### config.mk
export PLATFORM = sky130hd
export DESIGN_NAME = rxobj_irq_tracker
export DESIGN_NICKNAME = d
export VERILOG_FILES = /design/src/rtl/rxobj_pkg.sv /design/src/rtl/rxobj_index_decode.sv /design/src/rtl/rxobj_flag_cell.sv /design/src/rtl/rxobj_irq_reduce.sv /design/src/rtl/rxobj_irq_tracker.sv
export SDC_FILE = /design/constraint.sdc
export NUM_CORES = 1
export LEC_CHECK = 0
export ABC_AREA = 1
export BUFFER_PORTS_ARGS = -buffer_cell sky130_fd_sc_hd__buf_2
export CAP_MARGIN = 0
export CORE_AREA = 5 5 189 191
export CTS_BUF_LIST = sky130_fd_sc_hd__clkbuf_8
export CTS_CLUSTER_SIZE = 14
export DETAILED_ROUTE_END_ITERATION = 10
export DIE_AREA = 0 0 194 196
export GPL_ROUTABILITY_DRIVEN = 0
export SYNTH_ARGS = -nofsm -noshare
export SYNTH_HDL_FRONTEND = slang
export SYNTH_SLANG_ARGS = --single-unit
### constraint.sdc
create_clock -name clk -period 2.34 [get_ports clk]
set_input_delay 0.234 -clock clk [delete_from_list [all_inputs] [get_ports clk]]
set_output_delay 0.234 -clock clk [all_outputs]
set_load 0.01 [all_outputs]
### src/rtl/rxobj_pkg.sv
// Shared types for the receive-object interrupt tracker.
// Assumes: semaphore codes are read by software, so the values are fixed.
package rxobj_pkg;
    typedef enum logic [1:0] {
        SEM_IDLE = 2'b00,
        SEM_BUSY = 2'b01,
        SEM_DONE = 2'b11
    } sem_e;
endpackage

### src/rtl/rxobj_index_decode.sv
// Turns a strobe and an object index into a one-hot hit vector.
// Assumes: the index is always below N; an index at N or above hits nothing.
module rxobj_index_decode #(
    parameter int N     = 64,
    parameter int IDX_W = $clog2(N)
) (
    input  logic             strobe,
    input  logic [IDX_W-1:0] idx,
    output logic [N-1:0]     hit
);
    // One comparator per object.
    for (genvar i = 0; i < N; i++) begin : g_cmp
        assign hit[i] = strobe && (idx == IDX_W'(i));
    end
endmodule

### src/rtl/rxobj_flag_cell.sv
// Per-object state: semaphore, pending flag and lost flag.
// Assumes: the hit inputs come from registered or stable decode logic in
// the same clock domain. Hardware writes take priority over software clears.
module rxobj_flag_cell
    import rxobj_pkg::*;
(
    input  logic clk,
    input  logic rst_n,
    input  logic first_hit,
    input  logic last_hit,
    input  logic clr_hit,
    input  logic en,
    output logic pend_q,
    output logic lost_q,
    output sem_e sem_q
);
    // Lost flag: set again from the pending state at each new frame's first word.
    always_ff @(posedge clk) begin
        if (!rst_n)         lost_q <= 1'b0;
        else if (first_hit) lost_q <= pend_q;
    end

    // Semaphore: the engine's writes win over a software clear.
    always_ff @(posedge clk) begin
        if (!rst_n)         sem_q <= SEM_IDLE;
        else if (last_hit)  sem_q <= SEM_DONE;
        else if (first_hit) sem_q <= SEM_BUSY;
        else if (clr_hit)   sem_q <= SEM_IDLE;
    end

    // Pending flag: set at the last word when enabled, dropped by a software clear.
    always_ff @(posedge clk) begin
        if (!rst_n)               pend_q <= 1'b0;
        else if (last_hit && en)  pend_q <= 1'b1;
        else if (clr_hit)         pend_q <= 1'b0;
    end

    assert_pend_rise_R3: assert property (@(posedge clk) disable iff (!rst_n)
        $rose(pend_q) |-> $past(last_hit && en));
    assert_clear_drops_R4: assert property (@(posedge clk) disable iff (!rst_n)
        (clr_hit && !last_hit) |=> !pend_q);
    assert_lost_eval_R5: assert property (@(posedge clk) disable iff (!rst_n)
        first_hit |=> (lost_q == $past(pend_q)));
    assert_lost_hold_R6: assert property (@(posedge clk) disable iff (!rst_n)
        !first_hit |=> $stable(lost_q));
    assert_set_wins_R9: assert property (@(posedge clk) disable iff (!rst_n)
        (last_hit && en) |=> (pend_q && sem_q == SEM_DONE));
endmodule

### src/rtl/rxobj_irq_reduce.sv
// Combines the pending flags with the enables into one interrupt line.
// Assumes: the two vectors have the same width.
module rxobj_irq_reduce #(
    parameter int N = 64
) (
    input  logic [N-1:0] pend,
    input  logic [N-1:0] en,
    output logic         irq
);
    // Any object that is both pending and enabled raises the line.
    always_comb irq = |(pend & en);
endmodule

### src/rtl/rxobj_irq_tracker.sv
// Tracks the interrupt-pending and message-lost flags of each receive
// object from the storage engine's first-word and last-word strobes.
// Assumes: all inputs are synchronous to clk; reset is synchronous, active low.
module rxobj_irq_tracker
    import rxobj_pkg::*;
#(
    parameter int  NUM_OBJ = 64,
    localparam int IDX_W   = $clog2(NUM_OBJ)
) (
    input  logic                 clk,
    input  logic                 rst_n,
    input  logic                 wr_first,
    input  logic                 wr_last,
    input  logic [IDX_W-1:0]     wr_idx,
    input  logic                 wr_accept,
    input  logic                 sw_clr,
    input  logic [IDX_W-1:0]     sw_idx,
    input  logic [NUM_OBJ-1:0]   irq_en,
    output logic [NUM_OBJ-1:0]   pend,
    output logic [NUM_OBJ-1:0]   lost,
    output logic [2*NUM_OBJ-1:0] sem,
    output logic                 irq
);
    logic [NUM_OBJ-1:0] first_vec, last_vec, clr_vec;

    rxobj_index_decode #(.N(NUM_OBJ), .IDX_W(IDX_W)) u_dec_first (
        .strobe(wr_first && wr_accept), .idx(wr_idx), .hit(first_vec));
    rxobj_index_decode #(.N(NUM_OBJ), .IDX_W(IDX_W)) u_dec_last (
        .strobe(wr_last && wr_accept), .idx(wr_idx), .hit(last_vec));
    rxobj_index_decode #(.N(NUM_OBJ), .IDX_W(IDX_W)) u_dec_clr (
        .strobe(sw_clr), .idx(sw_idx), .hit(clr_vec));

    // One state cell per object.
    for (genvar i = 0; i < NUM_OBJ; i++) begin : g_obj
        sem_e sem_i;
        rxobj_flag_cell u_cell (
            .clk(clk), .rst_n(rst_n),
            .first_hit(first_vec[i]), .last_hit(last_vec[i]),
            .clr_hit(clr_vec[i]), .en(irq_en[i]),
            .pend_q(pend[i]), .lost_q(lost[i]), .sem_q(sem_i));
        assign sem[2*i +: 2] = sem_i;
    end

    rxobj_irq_reduce #(.N(NUM_OBJ)) u_irq (.pend(pend), .en(irq_en), .irq(irq));

    assert_single_target_R1: assert property (@(posedge clk) disable iff (!rst_n)
        $onehot0(first_vec) && $onehot0(last_vec));
    assert_irq_any_R8: assert property (@(posedge clk) disable iff (!rst_n)
        irq == ((pend & irq_en) != '0));
endmodule

After elaboration in Yosys (flattened, before gate mapping)

Cells that the tools add are included.
Widths: inputs -> output; s select.

Input bits: 82
Flip-flop bits (word level): 256
Word-level logic and storage cells: 1028

Reductions and logical operators: 389
Muxes and demuxes: 320
Equal/unequal tests: 126
Bitwise logic cells: 1

Operators with widths:

| operator           | number |
|---|---|
| $eq 6x6->1 const B | 64 |
| $mux 2             | 192 |
| $logic_and 1x1->1  | 258 |
| $eq 6x5->1 const B | 32 |
| $reduce_bool 3->1  | 64 |
| $mux 1             | 128 |
| $reduce_bool 2->1  | 64 |
| $eq 6x4->1 const B | 16 |
| $and 64x64->64     | 1 |
| $reduce_or 64->1   | 1 |
| $eq 6x3->1 const B | 8 |
| $eq 6x2->1 const B | 4 |
| $eq 6x1->1 const B | 2 |
| $logic_not 6->1    | 2 |

Longest topological paths before layout

Gate-level depths: netlist of run 1.

Depth in word-level cells: 5
Mapped depth: 8
Depth with buffers taken out: 8

Hierarchy

Synthesis of run 1 repeated with hierarchy kept, for this count alone.

Cell total of the unflattened synthesis: 1651
Area total of the unflattened synthesis: 11512.3 µm²

Modules (own cells, without submodules):

| module             | times used | area each (µm²) | sequential area each (µm²) | cells an instance |
|---|---|---|---|---|
| rxobj_flag_cell    | 64         | 151.4           | 80.1                       | 19 |
| rxobj_index_decode | 3          | 445.4           | 0.0                        | 104 |
| rxobj_irq_reduce   | 1          | 471.7           | 0.0                        | 119 |
| rxobj_irq_tracker  | 1          | 15.0            | 0.0                        | 4 |

Worst setup path after synthesis of run 1

No wires, ideal clock.

Kind: input port to flip-flop
From: in wr_last
To: reg g_obj[39].u_cell.sem_q[0]
Arrival: 1081 ps
Data required time: 2225 ps
Buffers on the path: 2
Stages on the path: 8
Setup slack: 1143 ps
Path through: nand2_1 > inv_1 > buf_4 > buf_2 > nand3_1 > nand2_1 > o21ai_0 > inv_1

Cells in the longest elaborated chain, start to end: 3
Elaborated cells between the ends (all ways): 4
Those cells by class: mux: 1; reduce/logical: 3

RTL lines:

| what                                                         | RTL line                 | source |
|---|---|---|
| from (decl)                                                  | rxobj_irq_tracker.sv:13  | `input logic wr_last,` |
| $logic_and 1x1->1 *                                          | rxobj_irq_tracker.sv:29  | `.strobe(wr_last && wr_accept), .idx(wr_idx), .hit(last_vec));` |
| $logic_and 1x1->1 *                                          | rxobj_index_decode.sv:13 | `assign hit[i] = strobe && (idx == IDX_W'(i));` |
| $reduce_bool 3->1 (no source line) or $mux 2 (tied branches) | --                       |  |
| to (signal assigned)                                         | rxobj_flag_cell.sv:25    | `if (!rst_n) sem_q <= SEM_IDLE;` |
| to (signal assigned)                                         | rxobj_flag_cell.sv:26    | `else if (last_hit) sem_q <= SEM_DONE;` |
| to (signal assigned)                                         | rxobj_flag_cell.sv:27    | `else if (first_hit) sem_q <= SEM_BUSY;` |
| to (decl)                                                    | rxobj_flag_cell.sv:15    | `output sem_e sem_q` |

Every way passes the cells marked *; elsewhere a longest branch is shown, timed or not.
A chain may end at the register's enable or synchronous reset.

Worst setup path after layout of run 1

From: in irq_en[43]
To: out irq

Cells in the longest elaborated chain, start to end: 2

RTL lines:

| what             | RTL line                | source |
|---|---|---|
| from (decl)      | rxobj_irq_tracker.sv:18 | `input logic [NUM_OBJ-1:0] irq_en,` |
| $and 64x64->64   | rxobj_irq_reduce.sv:11  | `always_comb irq = \|(pend & en);` |
| $reduce_or 64->1 | rxobj_irq_reduce.sv:11  |  |
| to (decl)        | rxobj_irq_tracker.sv:22 | `output logic irq` |

Every way passes these cells.

==> results of run 1 <==
per-stage QoR:
step	power (W)	worst slack (ns)	utilization (%)
floorplan	0.00478	1.14	-
global placement	0.00511	0.506	38.5
detailed placement	0.00511	0.536	38.5
CTS	0.00965	0.200	43.3
global route	0.00990	0.0360	43.3
finish	0.00955	0.222	43.3
per-layer routing:
metal / GRT usage (%) / wire, um
met1: 31.3 / 19700
met2: 38.7 / 22300
met3: 6.77 / 4840
met4: 9.53 / 1860
met5: 0 / 7
cells in the mapped netlist:
cell / n / area (um^2)
nor2_1: 130 / 488
a21boi_0: 9 / 67.6
a31oi_1: 11 / 68.8
buf_1: 7 / 26.3
a21oi_1: 229 / 1150
nand2_1: 371 / 1390
buf_2: 26 / 130
nand3_1: 199 / 996
buf_4: 131 / 983
nor3_1: 8 / 40.0
clkbuf_1: 46 / 173
nand4_1: 32 / 200
dfxtp_1: 256 / 5120
nand2_2: 1 / 6.26
nor2_2: 4 / 25.0
nor3_2: 2 / 20.0
inv_1: 75 / 282
o21ai_0: 95 / 475
clkinv_1: 2 / 7.51
layout by cell type, fill, tap and decap left out, types with 6 or more instances in the layout:
cell / instances
buf_2: 338
a21boi_0: 9
nor2_2: 6
dlygate4sd3_1: 64
nor2_1: 128
nand4_1: 32
dfxtp_1: 256
buf_4: 37
o21ai_0: 95
nand2_1: 371
nand3_1: 199
a31oi_1: 11
clkbuf_8: 67
inv_1: 87
buf_12: 8
nor3_1: 8
a21oi_1: 229
logic make-up after synthesis:
group / share of synthesized area (%)
AOI/OAI and AO/OA: 15.1
and+or+nand+nor: 27.2
buffers and inverters: 13.7
DFF: 44.0
tightest hold or removal path: cells and delay by family:
family                 cells  cell delay (ns)
AND/OR/NAND/NOR            1             0.14
buffers and inverters      2             0.27
sequential cells by signal, indices dropped and copies added (netlist names):
register and cells:
g_obj.u_cell.pend_q 64, g_obj.u_cell.lost_q 64, g_obj.u_cell.sem_q 128
power by group:
part,internal (W),switching (W),leakage (nW)
clock,0.00252,0.00192,0.572
combinational,0.000232,0.000485,3.67
sequential,0.00438,0.0000127,2.06
path summary, 6_finish.rpt:
check / endpoint / slack [ns] / cells past startpoint / start
min: g_obj[31].u_cell.sem_q[0] / 0.14 / 3 / rst_n
max reg2reg: g_obj[59].u_cell.sem_q[0] / 1.55 / 3 / g_obj[59].u_cell.sem_q[0]
min reg2reg: g_obj[39].u_cell.lost_q / 0.44 / 2 / g_obj[39].u_cell.lost_q
max: irq / 0.22 / 9 / irq_en[43]
timing repair:
action | in CTS | in global routing
gates resized for setup | 0 | 0
hold buffers | 64 | 0
endpoints found under the hold margin | 64 | 0
layout make-up:
| cell class | count | area, um^2 |
|---|---|---|
| inverters | 77 | 299 |
| clock inverters | 18 | 72.6 |
| flip-flops and latches | 256 | 5120 |
| diodes | 4 | 10.0 |
| multi-input cells | 1091 | 4940 |
| repair buffers | 447 | 2770 |
| well taps | 455 | 569 |
| fillers | 3519 | 19200 |
| clock buffers | 67 | 922 |
==> summary.md, run 1 <==
| Metric | Value |
|---|---|
| Yosys warning total | `0` |
| Finished Layout Cells | `2415` |
| Register bit total from synthesis | `roughly 260` |
| Rel. slew slack | `50.8%` |
| Drt initial violations | `926` |
| FP Rows | `68` |
| Io pins | `339` |
| Worst Path Arrival | `approximately 1.9 ns` |
| # nets final | `2001` |
| Post-Syn Instances | `1634` |
| Setup CP Type | `primary input to primary output` |
| Die X | `194 um` |
| Max Cap Viol | `0` |
| GR Util All Layers | `24.3%` |
| Die area | `approximately 38000 um^2` |
| Worst-Skew Late Latency | `between 0.5 and 0.6 ns` |
| Antenna-violating nets left | `0` |
| # setup viols final | `0` |
| Critical path's largest stage delay | `0.57 ns` |
| Crit Path Max Fanout | `2` |
| Initial antenna violation count | `5` |
| Final setup TNS | `0 ns` |
| Post-synthesis sequential area ratio | `44.0%` |
| Netlist Area Pre-Place | `11700 um^2` |
| DRC Markers | `0` |
| CP startpoint kind | `primary input` |
| Hold Crit Class | `primary input to register` |
| TritonCTS clock tree | `built` |
| Buf+Inv Stages, Crit Path | `3` |
| Slew at the pin closest to its max-slew limit | `0.738 ns` |
| CTS Buf Count | `46` |
| Syn_area_per_cell | `7.13 um^2` |
| Initial Utilization | `between 30% and 40%` |
| DRT Pass-1 Iters | `5` |
| Clk pin slew, worst setup/hold paths | `roughly 0.060 ns` |
| Period utilization | `90.5%` |
| Outcome | `finished, final reports clean` |
| Final std cell area, no fill | `14700 um^2` |
| GRT overflow | `0` |
| CP endpoint kind | `primary output` |
| Routed wire length per instance | `20.2 um` |
| Endpoints failing hold | `0` |
| Post-Synthesis Net Count | `1716` |
| Dpl cell area | `13100 um^2` |
| Vias in the first global route | `11.8k` |
| Max-slew violation count | `0` |
| Chip Height | `between 150 and 200 um` |
| Clk sinks | `about 260` |
| Min Tclk post-route | `2.12 ns` |
| WP data required | `roughly 2.1 ns` |
| Total number of vias | `12.6k` |
| Core area | `33900 um^2` |
| Synth unique cells | `19` |
| Crit path cell chain | `dlygate4sd3_1, buf_2, nand2_1, nand4_1, nor2_1, nand2_1, nor2_1, nand2_1, buf_2` |
| CP max stage cell | `dlygate4sd3_1` |
| Worst-case clock buffer depth | `3` |
| Placed cell count | `2262` |
| Peak supply drop | `between 0.0004 and 0.0005 V` |
| Post-CTS Setup Bufs | `0` |
| Routed WL | `48800 um` |
| Pwr/cell area | `649 nW/um^2` |
| Area growth from synthesis to layout | `26.2%` |
| Pin count of the biggest net entering global routing | `64` |
| First-pass GRT wire length | `71900 um` |
| Vias per cell | `about 5.2` |
| Share of layout cells above drive strength 1 | `23.8%` |
| Final HPWL from detailed placement | `34900 um` |
| RSZ-0062 raised after global routing | `no` |
| LEAKAGE | `6.31 nW` |
| Hold slack | `approximately 0.14 ns` |
| Critical path's top delay family | `buffers and inverters` |
| Worst Skew | `between 0.02 and 0.03 ns` |
| Max Fclk | `about 0.47 GHz` |
| Root Driver | `clkbuf_8` |
| Port bufs | `338` |
| Crit path top cell by count | `nand2_1` |
| # H-tree levels | `2` |
Note: power is estimated with default switching activity, not from simulation.
==> inputs of run 2 (changes only) <==
--- a/config.mk
+++ b/config.mk
@@ -5,15 +5,15 @@
 export SDC_FILE = /design/constraint.sdc
 export NUM_CORES = 1
 export LEC_CHECK = 0
-export ABC_AREA = 1
 export BUFFER_PORTS_ARGS = -buffer_cell sky130_fd_sc_hd__buf_2
 export CAP_MARGIN = 0
-export CORE_AREA = 5 5 189 191
+export CORE_AREA = 5 5 184 186
 export CTS_BUF_LIST = sky130_fd_sc_hd__clkbuf_8
 export CTS_CLUSTER_SIZE = 14
 export DETAILED_ROUTE_END_ITERATION = 10
-export DIE_AREA = 0 0 194 196
+export DIE_AREA = 0 0 189 191
 export GPL_ROUTABILITY_DRIVEN = 0
 export SYNTH_ARGS = -nofsm -noshare
 export SYNTH_HDL_FRONTEND = slang
+export SYNTH_HIERARCHICAL = 1
 export SYNTH_SLANG_ARGS = --single-unit
==> summary.md, run 2 <==
| Metric | Value |
|---|---|
| Period utilization | `109% (was 90.5%)` |
| Max-slew violation count | `0 (unchanged)` |
| Post-Syn Instances | `1150 (was 1634)` |
| DRT Pass-1 Iters | `5 (unchanged)` |
| Most common cell in the netlist | `dfxtp_1 (was nand2_1)` |
| CP max stage cell | `or4_4 (was dlygate4sd3_1)` |
| Initial Utilization | `34.2% (was 34.3%)` |
| Clock power share | `46.8% (was 46.5%)` |
| Pint | `0.00710 W (was 0.00713 W)` |
| Peak supply drop | `0.000321 V (was 0.000413 V)` |
| TritonCTS clock tree | `built (unchanged)` |
| Simple-gate portion of the synthesized area | `29.7% (was 27.2%)` |
| Placed cell count | `1897 (was 2262)` |
| # H-tree levels | `2 (unchanged)` |
| Clk pin slew, worst setup/hold paths | `0.06 ns (about the same)` |
| Post-place setup slack | `0.0914 ns (was 0.536 ns)` |
| First-pass GRT wire length | `65900 um (was 71900 um)` |
| Failing checks | `negative setup slack` |
| Yosys warning total | `6 (was 0)` |
| Post-synthesis adder-cell area fraction | `0% (unchanged)` |
| Dpl cell area | `13300 um^2 (was 13100 um^2)` |
| Setup CP Type | `register to primary output (was primary input to primary output)` |
| Io pins | `339 (unchanged)` |
| Root Driver | `clkbuf_8 (unchanged)` |
| FP Rows | `66 (was 68)` |
| Min Tclk post-route | `2.55 ns (was 2.12 ns)` |
| Seq pwr share | `46.9% (was 46.0%)` |
| Outcome | `finished with violations (was finished, final reports clean)` |
| Comb pwr share | `6.3% (was 7.5%)` |
| Clk sinks | `256 (unchanged)` |
| Post-synth EDFFs | `0 (unchanged)` |
| DRC Markers | `0 (unchanged)` |
| Most common cell after layout, fill and taps aside | `buf_2 (was nand2_1)` |
| Routed wire length per instance | `21.8 um (was 20.2 um)` |
| Post-synth top cells | `dfxtp_1, nor2_1, nor2b_1 (was nand2_1, dfxtp_1, a21oi_1)` |
| Post-route worst setup slack | `-0.207 ns (was 0.222 ns)` |
| Share of layout cells above drive strength 1 | `28.3% (was 23.8%)` |
| Netlist Area Pre-Place | `11000 um^2 (was 11700 um^2)` |
| Biggest register | `g_obj.u_cell/sem_q (was g_obj.u_cell.sem_q)` |
| Finished Layout Cells | `2049 (was 2415)` |
| Initial antenna violation count | `4 (was 5)` |
| GR Util All Layers | `23.6% (was 24.3%)` |
| Worst-Skew Late Latency | `0.55 ns (was 0.58 ns)` |
| Rel. slew slack | `60.0% (was 50.8%)` |
| Die X | `189 um (was 194 um)` |
| Post-synthesis sequential area ratio | `46.6% (was 44.0%)` |
| R2R Path End | `g_obj[38].u_cell/pend_q (was g_obj[59].u_cell.sem_q[0])` |
| Area of the multi-input gates | `5830 um^2 (was 4940 um^2)` |
| Hold Path Depth | `2 (was 3)` |
| Core Util, Final | `46.8% (was 43.3%)` |
| Vias per cell | `5.23 (was 5.21)` |
| Hold Path Origin | `rst_n (unchanged)` |
| Post-Synthesis Net Count | `1232 (was 1716)` |
| GRT overflow | `0 (unchanged)` |
| Hold Crit Class | `primary input to register (unchanged)` |
| Slew at the pin closest to its max-slew limit | `0.597 ns (was 0.738 ns)` |
| Max reg flops | `128 (unchanged)` |
| Worst Skew | `0.0164 ns (was 0.0273 ns)` |
| Register bit total from synthesis | `256 (unchanged)` |
| RSZ-0062 raised after global routing | `yes (was no)` |
| Port bufs | `338 (unchanged)` |
| Pwr/cell area | `622 nW/um^2 (was 649 nW/um^2)` |
| Final std cell area, no fill | `15000 um^2 (was 14700 um^2)` |
| CTS Buf Count | `46 (unchanged)` |
| Area growth from synthesis to layout | `36.8% (was 26.2%)` |
| Endpoints failing hold | `0 (unchanged)` |
| Antenna-violating nets left | `0 (unchanged)` |
| Post-synth top flop | `dfxtp_1 (unchanged)` |
| Post-synthesis xor/xnor area fraction | `0% (unchanged)` |
| Routed WL | `44700 um (was 48800 um)` |
| R2R depth | `3 (unchanged)` |
| Pin count of the biggest net entering global routing | `83 (was 64)` |
| Crit path cell chain | `a22o_1, a221oi_2, nand4_1, or4_4, buf_6 (was dlygate4sd3_1, buf_2, nand2_1, nand4_1, nor2_1, nand2_1, nor2_1, nand2_1, buf_2)` |
| WP data required | `2.11 ns (about the same)` |
| Drt initial violations | `711 (was 926)` |
| Most frequent cells in the layout | `buf_2, dfxtp_1, nor2_1 (was nand2_1, buf_2, dfxtp_1)` |
| Top cell type's share of synthesized area | `46.6% (was 44.0%)` |
| Main combinational cell family by area after synthesis | `simple AND/OR/NAND/NOR gates (unchanged)` |
| # nets final | `1686 (was 2001)` |
| Crit Path Max Fanout | `4 (was 2)` |
| Post-synthesis async set-or-reset flop share | `0% (unchanged)` |
| Sw power | `0.00225 W (was 0.00242 W)` |
| CP endpoint kind | `primary output (unchanged)` |
| CP startpoint kind | `register (was primary input)` |
| Hold slack | `0.0797 ns (was 0.144 ns)` |
| # fillers | `3188 (was 3519)` |
| LEAKAGE | `6.21 nW (was 6.31 nW)` |
| Core area | `32100 um^2 (was 33900 um^2)` |
| Vias in the first global route | `10.7k (was 11.8k)` |
| Worst Path Arrival | `2.31 ns (was 1.88 ns)` |
| Chip Height | `191 um (was 196 um)` |
| Final HPWL from detailed placement | `32600 um (was 34900 um)` |
| Origin of the critical flop-to-flop path | `g_obj[38].u_cell/pend_q (was g_obj[59].u_cell.sem_q[0])` |
| Max Fclk | `0.393 GHz (was 0.472 GHz)` |
| Area fraction in compound gates after synthesis | `16.8% (was 15.1%)` |
| Switch share | `24.1% (was 25.3%)` |
| Worst-case clock buffer depth | `3 (unchanged)` |
| Register Area | `5130 um^2 (was 5120 um^2)` |
| Max Cap Viol | `0 (unchanged)` |
| Worst hold endpoint | `g_obj[49].u_cell/sem_q[1] (was g_obj[31].u_cell.sem_q[0])` |
| Die area | `36100 um^2 (was 38000 um^2)` |
| Syn_area_per_cell | `9.56 um^2 (was 7.13 um^2)` |
| Critical path's largest stage delay | `0.58 ns (was 0.57 ns)` |
| Synth unique cells | `26 (was 19)` |
| Yosys top cell by area | `dfxtp_1 (unchanged)` |
| # setup viols final | `1 (was 0)` |
| Largest regs | `g_obj.u_cell/sem_q (128), g_obj.u_cell/lost_q (64), g_obj.u_cell/pend_q (64) (was g_obj.u_cell.sem_q (128), g_obj.u_cell.lost_q (64), g_obj.u_cell.pend_q (64))` |
| Total number of vias | `10.7k (was 12.6k)` |
| Largest cells by area after synthesis | `dfxtp_1, nor2b_1, nor2_1, mux2i_1, o31a_1 (was dfxtp_1, nand2_1, a21oi_1, nand3_1, buf_4)` |
| Mux share of post-synthesis cell area | `5.83% (was 0%)` |
| R2R setup slack | `1.45 ns (was 1.55 ns)` |
[run 2: cell count changes in the layout (fill, tap and decap cells not counted), sizes merged, moves of 77 or more]
cell / previous run / this run
a21oi: 229 / 0
inv: 90 / 13
nand2: 372 / 64
nand3: 199 / 3
nor2b: 0 / 128
o21ai: 95 / 0
[run 2: metrics by stage]
step / total power [W] / TNS, ns
detailed placement: 0.00497 / 0
global route: 0.00969 / -0.296
finish: 0.00935 / -0.207
global placement: 0.00497 / 0
CTS: 0.00945 / -0.298
floorplan: 0.00466 / 0
[run 2: cells by family (layout without fill, tap and decap cells)]
group	Yosys count	in the layout
buffers and inverters	27	514
AND/OR/NAND/NOR	579	579
AO/OA/AOI/OAI	224	224
flip-flops	256	256
multiplexers	64	64
other	0	4
[run 2: power groups by stage]
stage	clock network, W	logic (W)	registers, W
after CTS	0.00448	0.000582	0.00438
after global routing	0.00468	0.000624	0.00438
after global placement	0	0.000488	0.00448
final	0.00438	0.000590	0.00438
after detailed placement	0	0.000491	0.00448
after floorplan	0	0.000172	0.00449
[run 2: cell type report]
cell class              count  area share [%]
diodes                      4          0.0665
clock buffers              59            5.40
clock inverters            22           0.957
multi-input cells         867            38.8
flip-flops and latches    256            34.1
well taps                 408            3.39
repair buffers            433            17.3
[run 2: worst max-delay path by stage]
stage / start / to / slack (ns)
after floorplan: g_obj[25].u_cell/pend_q / irq / 0.70
after global routing: g_obj[15].u_cell/pend_q / irq / -0.30
after global placement: irq_en[6] / irq / 0.12
final: g_obj[18].u_cell/pend_q / irq / -0.21
after detailed placement: irq_en[6] / irq / 0.09
after CTS: g_obj[6].u_cell/pend_q / irq / -0.30
[run 2: timing repair]
| item | 4_1_cts | 5_1_grt |
|---|---|---|
| gates resized for setup | 10 | 7 |
| hold buffers | 64 | 0 |
| pin swaps | 6 | 6 |
| endpoints found under the setup margin | 1 | 1 |
| endpoints found under the hold margin | 64 | 0 |
| setup buffers | 2 | 1 |
[run 2: layer usage]
| metal | track usage [%] | part of all wire (%) | up-vias |
|---|---|---|---|
| met5 | 0 | 0.016 | - |
| met3 | 5.92 | 7.2 | 90 |
| met2 | 38.3 | 46 | 391 |
| li1 | - | - | 5015 |
| met1 | 30.9 | 44 | 5213 |
| met4 | 7.54 | 2.7 | 2 |
[run 2: critical path: cells and delay by family, from the launching register on]
kind | cells | cell delay, ns
flops | 1 | 0.33
simple gates | 2 | 0.78
compound gates | 2 | 0.50
buf+inv | 1 | 0.14
